## config.mk

```make
export PLATFORM = sky130hd
export DESIGN_NAME = fsk_tone_gen
export DESIGN_NICKNAME = d
export VERILOG_FILES = /design/src/rtl/fsk_tone_pkg.sv /design/src/rtl/fsk_word_sel.sv /design/src/rtl/fsk_phase_acc.sv /design/src/rtl/fsk_sine_rom.sv /design/src/rtl/fsk_tone_gen.sv
export SDC_FILE = /design/constraint.sdc
export NUM_CORES = 1
export LEC_CHECK = 0
export CORE_ASPECT_RATIO = 0.9
export CORE_MARGIN = 1.5
export CORE_UTILIZATION = 50
export CTS_CLUSTER_SIZE = 28
export DETAILED_ROUTE_END_ITERATION = 10
export PLACE_DENSITY_LB_ADDON = 0.1
export SLEW_MARGIN = 25
export SYNTH_ARGS = -nofsm -noshare
export SYNTH_HDL_FRONTEND = slang
export SYNTH_SLANG_ARGS = --single-unit
```

## constraint.sdc

```tcl
create_clock -name clk -period 2.9 [get_ports clk]
set_input_delay 0.29 -clock clk [delete_from_list [all_inputs] [get_ports clk]]
set_output_delay 0.29 -clock clk [all_outputs]
set_load 0.02 [all_outputs]
```

## src/rtl/fsk_tone_pkg.sv

```systemverilog
package fsk_tone_pkg;

    localparam int ACC_W  = 24;
    localparam int ADDR_W = 8;
    localparam int SAMP_W = 8;
    localparam int DEPTH  = 1 << ADDR_W;
    localparam int HALF   = DEPTH / 2;
    localparam int AMP    = HALF - 1;
    localparam logic [SAMP_W-1:0] MID_CODE = SAMP_W'(HALF);

    typedef enum logic [1:0] {
        MODE_BACK  = 2'b00,
        MODE_FWD   = 2'b01,
        MODE_QUIET = 2'b10,
        MODE_SLEEP = 2'b11
    } tx_mode_e;

    typedef struct packed {
        logic             run;
        logic             sleep;
        logic [ACC_W-1:0] step;
    } tone_ctl_t;

    function automatic logic [ACC_W-1:0] freq_word(input longint f_hz, input longint clk_hz);
        longint num;
        num = (f_hz << ACC_W) + (clk_hz / 2);
        return ACC_W'(num / clk_hz);
    endfunction

    function automatic logic [SAMP_W-1:0] sine_code(input int idx);
        int q;
        int n;
        int d;
        int m;
        q = idx % HALF;
        n = 16 * q * (HALF - q);
        d = 5 * HALF * HALF - 4 * q * (HALF - q);
        m = (AMP * n) / d;
        if (idx < HALF) return SAMP_W'(HALF + m);
        else            return SAMP_W'(HALF - m);
    endfunction

endpackage

```

## src/rtl/fsk_word_sel.sv

```systemverilog
module fsk_word_sel
    import fsk_tone_pkg::*;
#(
    parameter int CLK_HZ     = 3579545,
    parameter int BACK_SPACE = 450,
    parameter int BACK_MARK  = 390,
    parameter int FWD_SPACE  = 2100,
    parameter int FWD_MARK   = 1300
) (
    input  logic [1:0] mode_i,
    input  logic       txd_i,
    output tone_ctl_t  ctl_o
);
    localparam logic [ACC_W-1:0] W_BS = freq_word(BACK_SPACE, CLK_HZ);
    localparam logic [ACC_W-1:0] W_BM = freq_word(BACK_MARK,  CLK_HZ);
    localparam logic [ACC_W-1:0] W_FS = freq_word(FWD_SPACE,  CLK_HZ);
    localparam logic [ACC_W-1:0] W_FM = freq_word(FWD_MARK,   CLK_HZ);

    tx_mode_e mode;
    assign mode = tx_mode_e'(mode_i);

    always_comb begin
        ctl_o = '0;
        unique case (mode)
            MODE_BACK: begin
                ctl_o.run  = 1'b1;
                ctl_o.step = txd_i ? W_BM : W_BS;
            end
            MODE_FWD: begin
                ctl_o.run  = 1'b1;
                ctl_o.step = txd_i ? W_FM : W_FS;
            end
            MODE_SLEEP: ctl_o.sleep = 1'b1;
            default:    ctl_o.sleep = 1'b0;
        endcase
    end
endmodule

```

## src/rtl/fsk_phase_acc.sv

```systemverilog
module fsk_phase_acc
    import fsk_tone_pkg::*;
(
    input  logic              clk,
    input  logic              rst,
    input  tone_ctl_t         ctl_i,
    output logic [ADDR_W-1:0] addr_o
);
    logic [ACC_W-1:0] acc_q;

    always_ff @(posedge clk) begin
        if (rst || !ctl_i.run) acc_q <= '0;
        else                   acc_q <= acc_q + ctl_i.step;
    end

    assign addr_o = acc_q[ACC_W-1 -: ADDR_W];
endmodule

```

## src/rtl/fsk_sine_rom.sv

```systemverilog
module fsk_sine_rom
    import fsk_tone_pkg::*;
(
    input  logic [ADDR_W-1:0] addr_i,
    output logic [SAMP_W-1:0] code_o
);
    logic [SAMP_W-1:0] table_w [DEPTH];

    for (genvar i = 0; i < DEPTH; i++) begin : g_rom
        assign table_w[i] = sine_code(i);
    end

    assign code_o = table_w[addr_i];
endmodule

```

## src/rtl/fsk_tone_gen.sv

```systemverilog
module fsk_tone_gen
    import fsk_tone_pkg::*;
#(
    parameter int CLK_HZ     = 3579545,
    parameter int BACK_SPACE = 450,
    parameter int BACK_MARK  = 390,
    parameter int FWD_SPACE  = 2100,
    parameter int FWD_MARK   = 1300
) (
    input  logic              clk,
    input  logic              rst,
    input  logic [1:0]        mode_i,
    input  logic              txd_i,
    output logic [SAMP_W-1:0] sample_o,
    output logic              tone_on_o
);
    tone_ctl_t         ctl;
    logic [ADDR_W-1:0] addr;
    logic [SAMP_W-1:0] code;

    fsk_word_sel #(
        .CLK_HZ(CLK_HZ), .BACK_SPACE(BACK_SPACE), .BACK_MARK(BACK_MARK),
        .FWD_SPACE(FWD_SPACE), .FWD_MARK(FWD_MARK)
    ) u_sel (
        .mode_i(mode_i), .txd_i(txd_i), .ctl_o(ctl)
    );

    fsk_phase_acc u_acc (
        .clk(clk), .rst(rst), .ctl_i(ctl), .addr_o(addr)
    );

    fsk_sine_rom u_rom (
        .addr_i(addr), .code_o(code)
    );

    always_ff @(posedge clk) begin
        if (rst) begin
            sample_o  <= MID_CODE;
            tone_on_o <= 1'b0;
        end else if (ctl.run) begin
            sample_o  <= code;
            tone_on_o <= 1'b1;
        end else if (ctl.sleep) begin
            sample_o  <= '0;
            tone_on_o <= 1'b0;
        end else begin
            sample_o  <= MID_CODE;
            tone_on_o <= 1'b0;
        end
    end

    assert_quiet_mid_R7: assert property (@(posedge clk) disable iff (rst)
        (mode_i == 2'b10) |=> (sample_o == MID_CODE));

    assert_sleep_zero_R8: assert property (@(posedge clk) disable iff (rst)
        (mode_i == 2'b11) |=> (sample_o == '0 && !tone_on_o));

    assert_flag_on_R9: assert property (@(posedge clk) disable iff (rst)
        (!mode_i[1]) |=> tone_on_o);

    assert_flag_off_R9: assert property (@(posedge clk) disable iff (rst)
        (mode_i[1]) |=> !tone_on_o);

    assert_restart_phase_R10: assert property (@(posedge clk) disable iff (rst)
        (mode_i[1] ##1 !mode_i[1]) |=> (sample_o == MID_CODE));
endmodule

```

==> After elaboration in Yosys (flattened, before gate mapping) <==
Memories as Yosys holds them, arrays and structs flattened.
Cells that the tools add are included.
{ "word_totals": {"mem_bits_ro": 2048, "word_cells": 23, "memories": 1, "inputBits": 5, "output_inout_bits": 9, "reg_bits": 33} }
{ "op_classes": {"reduce_logical": 4, "order_cmp": 1, "n_mux": 10, "eq_ne": 2, "n_addsub": 1, "bitwise": 1} }
{ "memory_table": {"columns": ["memory", "words", "width", "read_ports", "rd_clocked_by_memory_dff", "write_ports", "line", "rtl"], "rows": [
  ["(no name shown)", 256, 8, 1, 0, 0, "fsk_sine_rom.sv:13", "assign code_o = table_w[addr_i];"]
]} }
{ "ops": {"columns": ["cell", "count"], "rows": [
  ["case mux 24 bit (2 select lines)", 1],
  ["2-to-1 mux 8 bit", 4],
  ["adder 24 bit", 1],
  ["2-to-1 mux 14 bit", 1],
  ["2-to-1 mux 12 bit", 1],
  ["greater-or-equal comparator 9 bit, second input constant", 1],
  ["inverter 8 -> 9 bit", 1],
  ["2-to-1 mux 1 bit", 3],
  ["== test 2 x 1 -> 1 bit, second input constant", 1],
  ["== test 2 bit, second input constant", 1],
  ["logical NOT 2 bit", 1],
  ["OR reduction 2 bit", 1],
  ["logical NOT 1 bit", 1],
  ["logical OR 1 bit", 1]
]} }

==> Longest topological paths before layout <==
{ "logic_depth": {"ltp_word": 5, "ltp_mapped": 11, "depth_no_buf": 10} }

==> Hierarchy <==
Synthesis repeated with hierarchy kept, for this count alone.
{ "hier_totals": {"cells_unflattened": 589, "area_unflattened_um2": 4257.8} }
{ "modules_own_cells": {"columns": ["mod", "cells_each", "seq_area_each_um2", "n_inst", "area_per_inst_um2"], "rows": [
  ["fsk_phase_acc", 227, 480.5, 1, 1911.8],
  ["fsk_sine_rom", 310, 0.0, 1, 1890.6],
  ["fsk_tone_gen", 20, 180.2, 1, 257.7],
  ["fsk_word_sel", 32, 0.0, 1, 197.7]
]} }

==> Worst setup path after synthesis <==
OpenSTA, ideal clock, no wires.
{ "synth_path": {"path_kind": "input to register", "from": "input mode_i[1]", "to": "register u_acc.acc_q[22]", "setup_time_ns": 0.116, "n_path_buf": 1, "cell_stages": 10, "t_arrival_ns": 2.616, "required_time_ns": 2.784, "path_slack_ns": 0.168, "cell_sequence": "clkbuf_1 -> nor2b_1 -> and2_1 -> or2_2 -> ha_1 -> nand3_2 -> a2111o_1 -> a311oi_4 -> a211oi_1 -> a31o_1"} }
{ "synth_via": {"elab_chain_len": 5, "word_cells_on_any_way": 8, "classes_between": "add/sub (1); eq/ne (1); mux (2); reduce/logical (4)"} }
{ "synth_lines": {"columns": ["item", "line", "rtl"], "rows": [
  ["start, declared", "fsk_tone_gen.sv:12", "input logic [1:0] mode_i,"],
  ["branches (longest 5 deep; another with adder 24 bit)", null, null],
  ["end signal, assigned", "fsk_phase_acc.sv:13", "else acc_q <= acc_q + ctl_i.step;"],
  ["end, declared", "fsk_phase_acc.sv:9", "logic [ACC_W-1:0] acc_q;"]
]} }
Several ways; the timed one is not identified.
A chain may end at the register's enable or synchronous reset.

==> Final worst setup path <==
Same ends and word-level chain as after synthesis.

==> results.json <==
{
  "status": "finished clean",
  "grt_overflow": 0,
  "area.sequential_sq_um": 664,
  "multiInputGateArea_sq_um": 2650,
  "min_path_type": "reg2reg",
  "yosys.area.top_type": "dfxtp_1",
  "mostFrequentLayoutCell": "nor2_1",
  "final_nets": 530,
  "grt_pass1_wl_mm": 17.3,
  "antenna_left": 0,
  "grt_pass1_vias": 3420,
  "path_class": "in2reg",
  "start_util_pct": 52.9,
  "num_rows": 28,
  "drive_gt1_share_pct": 16.9,
  "cts.sinks": 33,
  "async_flop_share_pct": 0,
  "dp_hpwl_mm": 7.83,
  "num_vias": 3826,
  "diodes": 0,
  "clk-insertion-delay-late_ns": 0.29,
  "whs_ns": 0.565,
  "maxSlewHeadroom_pct": 44.8,
  "numPortBuffers": 13,
  "dieHeight_um": 83.0,
  "nFillCells": 627,
  "ys_seq_area_share_pct": 18.6,
  "grt_usage_pct": 28.2,
  "post-cts-setup-buffer-count": 0,
  "layout_common_cells": "nor2_1, buf_4, nand2_1",
  "drt-total-wl_mm": 10.8,
  "tightestPinTransition_ns": 0.828,
  "dr_wl_met2_mm": 4.35,
  "grt_max_degree": 46,
  "finClkSkew_ns": 0.00467,
  "syn_nets": 507,
  "fin_crit_sh_pct": 94.7,
  "p_per_area_nw_per_um2": 265,
  "dr_wl_met3_mm": 1.25,
  "cts_root_buf": "clkbuf_8",
  "cts_tree": "yes",
  "tns_ns": 0,
  "core_sq_um": 6730,
  "synth_top_area_share_pct": 18.6,
  "synth_area_leaders": "dfxtp_1, ha_1, nor2_1, a21oi_1, nand2_1",
  "hold_buffers": 0,
  "wl_met1_mm": 4.92,
  "clk_pin_slew_ns": 0.07,
  "fin_crit_ns": 2.75,
  "avgSynthCellArea_sq_um": 7.43,
  "hold_viol": 0,
  "wl_per_cell_um": 18.2,
  "dominantRegCellSynth": "dfxtp_1",
  "critical_path_arrival_ns": 2.93,
  "top_layer": "met4",
  "end_kind": "flop",
  "drtIter0Drc": 433,
  "place_congestion": 0.960,
  "boundaryPins": 14,
  "peakVddDrop_mv": 0.222,
  "cts.htree.levels": 2,
  "setup_viol_count_final": 0,
  "slew_viol_final": 0,
  "die_w_um": 91.9,
  "die_area_sq_um": 7630,
  "cts_resized": 0,
  "yosys_warnings": 0,
  "crit_fanout": 5,
  "clockBufferDepth": 2,
  "syn_inst": 479,
  "rsz0062_at_grt": "false",
  "synth_edf_count": 0,
  "drc": 0,
  "antenna_found_initial": 0,
  "drv_cap": 0,
  "drtPass1Iterations": 5,
  "startpoint_type": "primary input",
  "viasPerCell": 6.45,
  "cellLeakagePower_nw": 1.65,
  "syn_area_sq_um": 3560,
  "synth_seq_cells": 33,
  "max_freq_mhz": 364,
  "synth_cell_types": 74,
  "required_ns": 3.09,
  "cts_buffers": 5,
  "area_growth_pct": 14.4
}
==> per-stage QoR <==
step                area (sq um)  power [mW]  setup WS [ns]  utilization [%]  instances
detailed placement          3940       0.627         -0.151             58.5        585
CTS                         4050        1.09          0.149             60.2        593
floorplan                   3560       0.566          0.168                -        479
finish                      4070        1.08          0.154             60.5        593
global placement            3940       0.625        -0.0855             58.5        585
global route                4070        1.12         0.0106             60.5        593
==> path summary, 6_finish.rpt <==
check,end,slack [ns],cells after the start,from
setup / recovery,u_acc.acc_q[22],0.15,10,mode_i[1]
hold / removal,u_acc.acc_q[15],0.57,2,u_acc.acc_q[15]
setup reg to reg,sample_o[3],0.44,8,u_acc.acc_q[17]
hold reg to reg,u_acc.acc_q[15],0.57,2,u_acc.acc_q[15]
==> cells in the mapped netlist, types with 3 or more instances <==
cell       n
nor3_1     8
a311oi_1   6
nand4_1    4
o311ai_0   4
o22ai_1    5
or2_2      7
nor2b_1    7
nand2_1   43
clkbuf_1  17
a21oi_1   39
a21o_1     8
and2_1     9
o31ai_1    4
o21a_1     5
mux4_2     5
xnor2_1    9
inv_1      8
nand3b_1   3
a2111o_1   3
o211ai_1  12
buf_4      5
a31oi_1    5
buf_2     18
o21ai_0   26
xor2_1     8
o21ai_1    4
nand3_1    7
nor2_1    54
dfxtp_1   33
ha_1      22
a32oi_1    4
a311o_1    3
a211oi_1  11
nand2b_1  14
a211o_1    3
==> where the power goes <==
group	internal (mW)	switching [mW]
clock	0.280	0.179
sequential	0.464	0.00419
combinational	0.0749	0.0778
==> layout make-up <==
class / count / share of cell area (%)
Multi-Input combinational cell: 390 / 65.1
Sequential cell: 33 / 16.3
Timing Repair Buffer: 60 / 11.9
Tap cell: 90 / 2.77
Clock buffer: 7 / 2.12
Inverter: 12 / 1.11
Clock inverter: 1 / 0.738
==> state kept, by name, indices dropped and copies added, names as in the netlist <==
register     count
u_acc.acc_q     24
tone_on_o        1
sample_o         8
==> kinds of logic after synthesis <==
kind of cell               synth area share, %
xor gates and xnor gates                  4.19
and+or+nand+nor                           23.4
muxes                                     4.36
buffers and inverters                     7.49
AOI/OAI and AO/OA                         33.7
adders and majority gates                 8.30
DFF                                       18.6
==> layer usage <==
metal | vias to the layer above | global-route usage, %
li1 | 1821 | -
met1 | 1733 | 42.7
met2 | 241 | 38.7
met3 | 31 | 6.96
met4 | 0 | 8.39
met5 | - | 0
==> critical path, stage by stage <==
cell,delay (ns)
clkdlybuf4s50_1,0.53
nor2b_1,0.09
and2_1,0.17
or2_2,0.30
ha_1,0.32
nand3_2,0.11
a2111o_1,0.44
a311oi_4,0.36
a211oi_1,0.13
a31o_1,0.19
(Power assumes the default switching activity.)
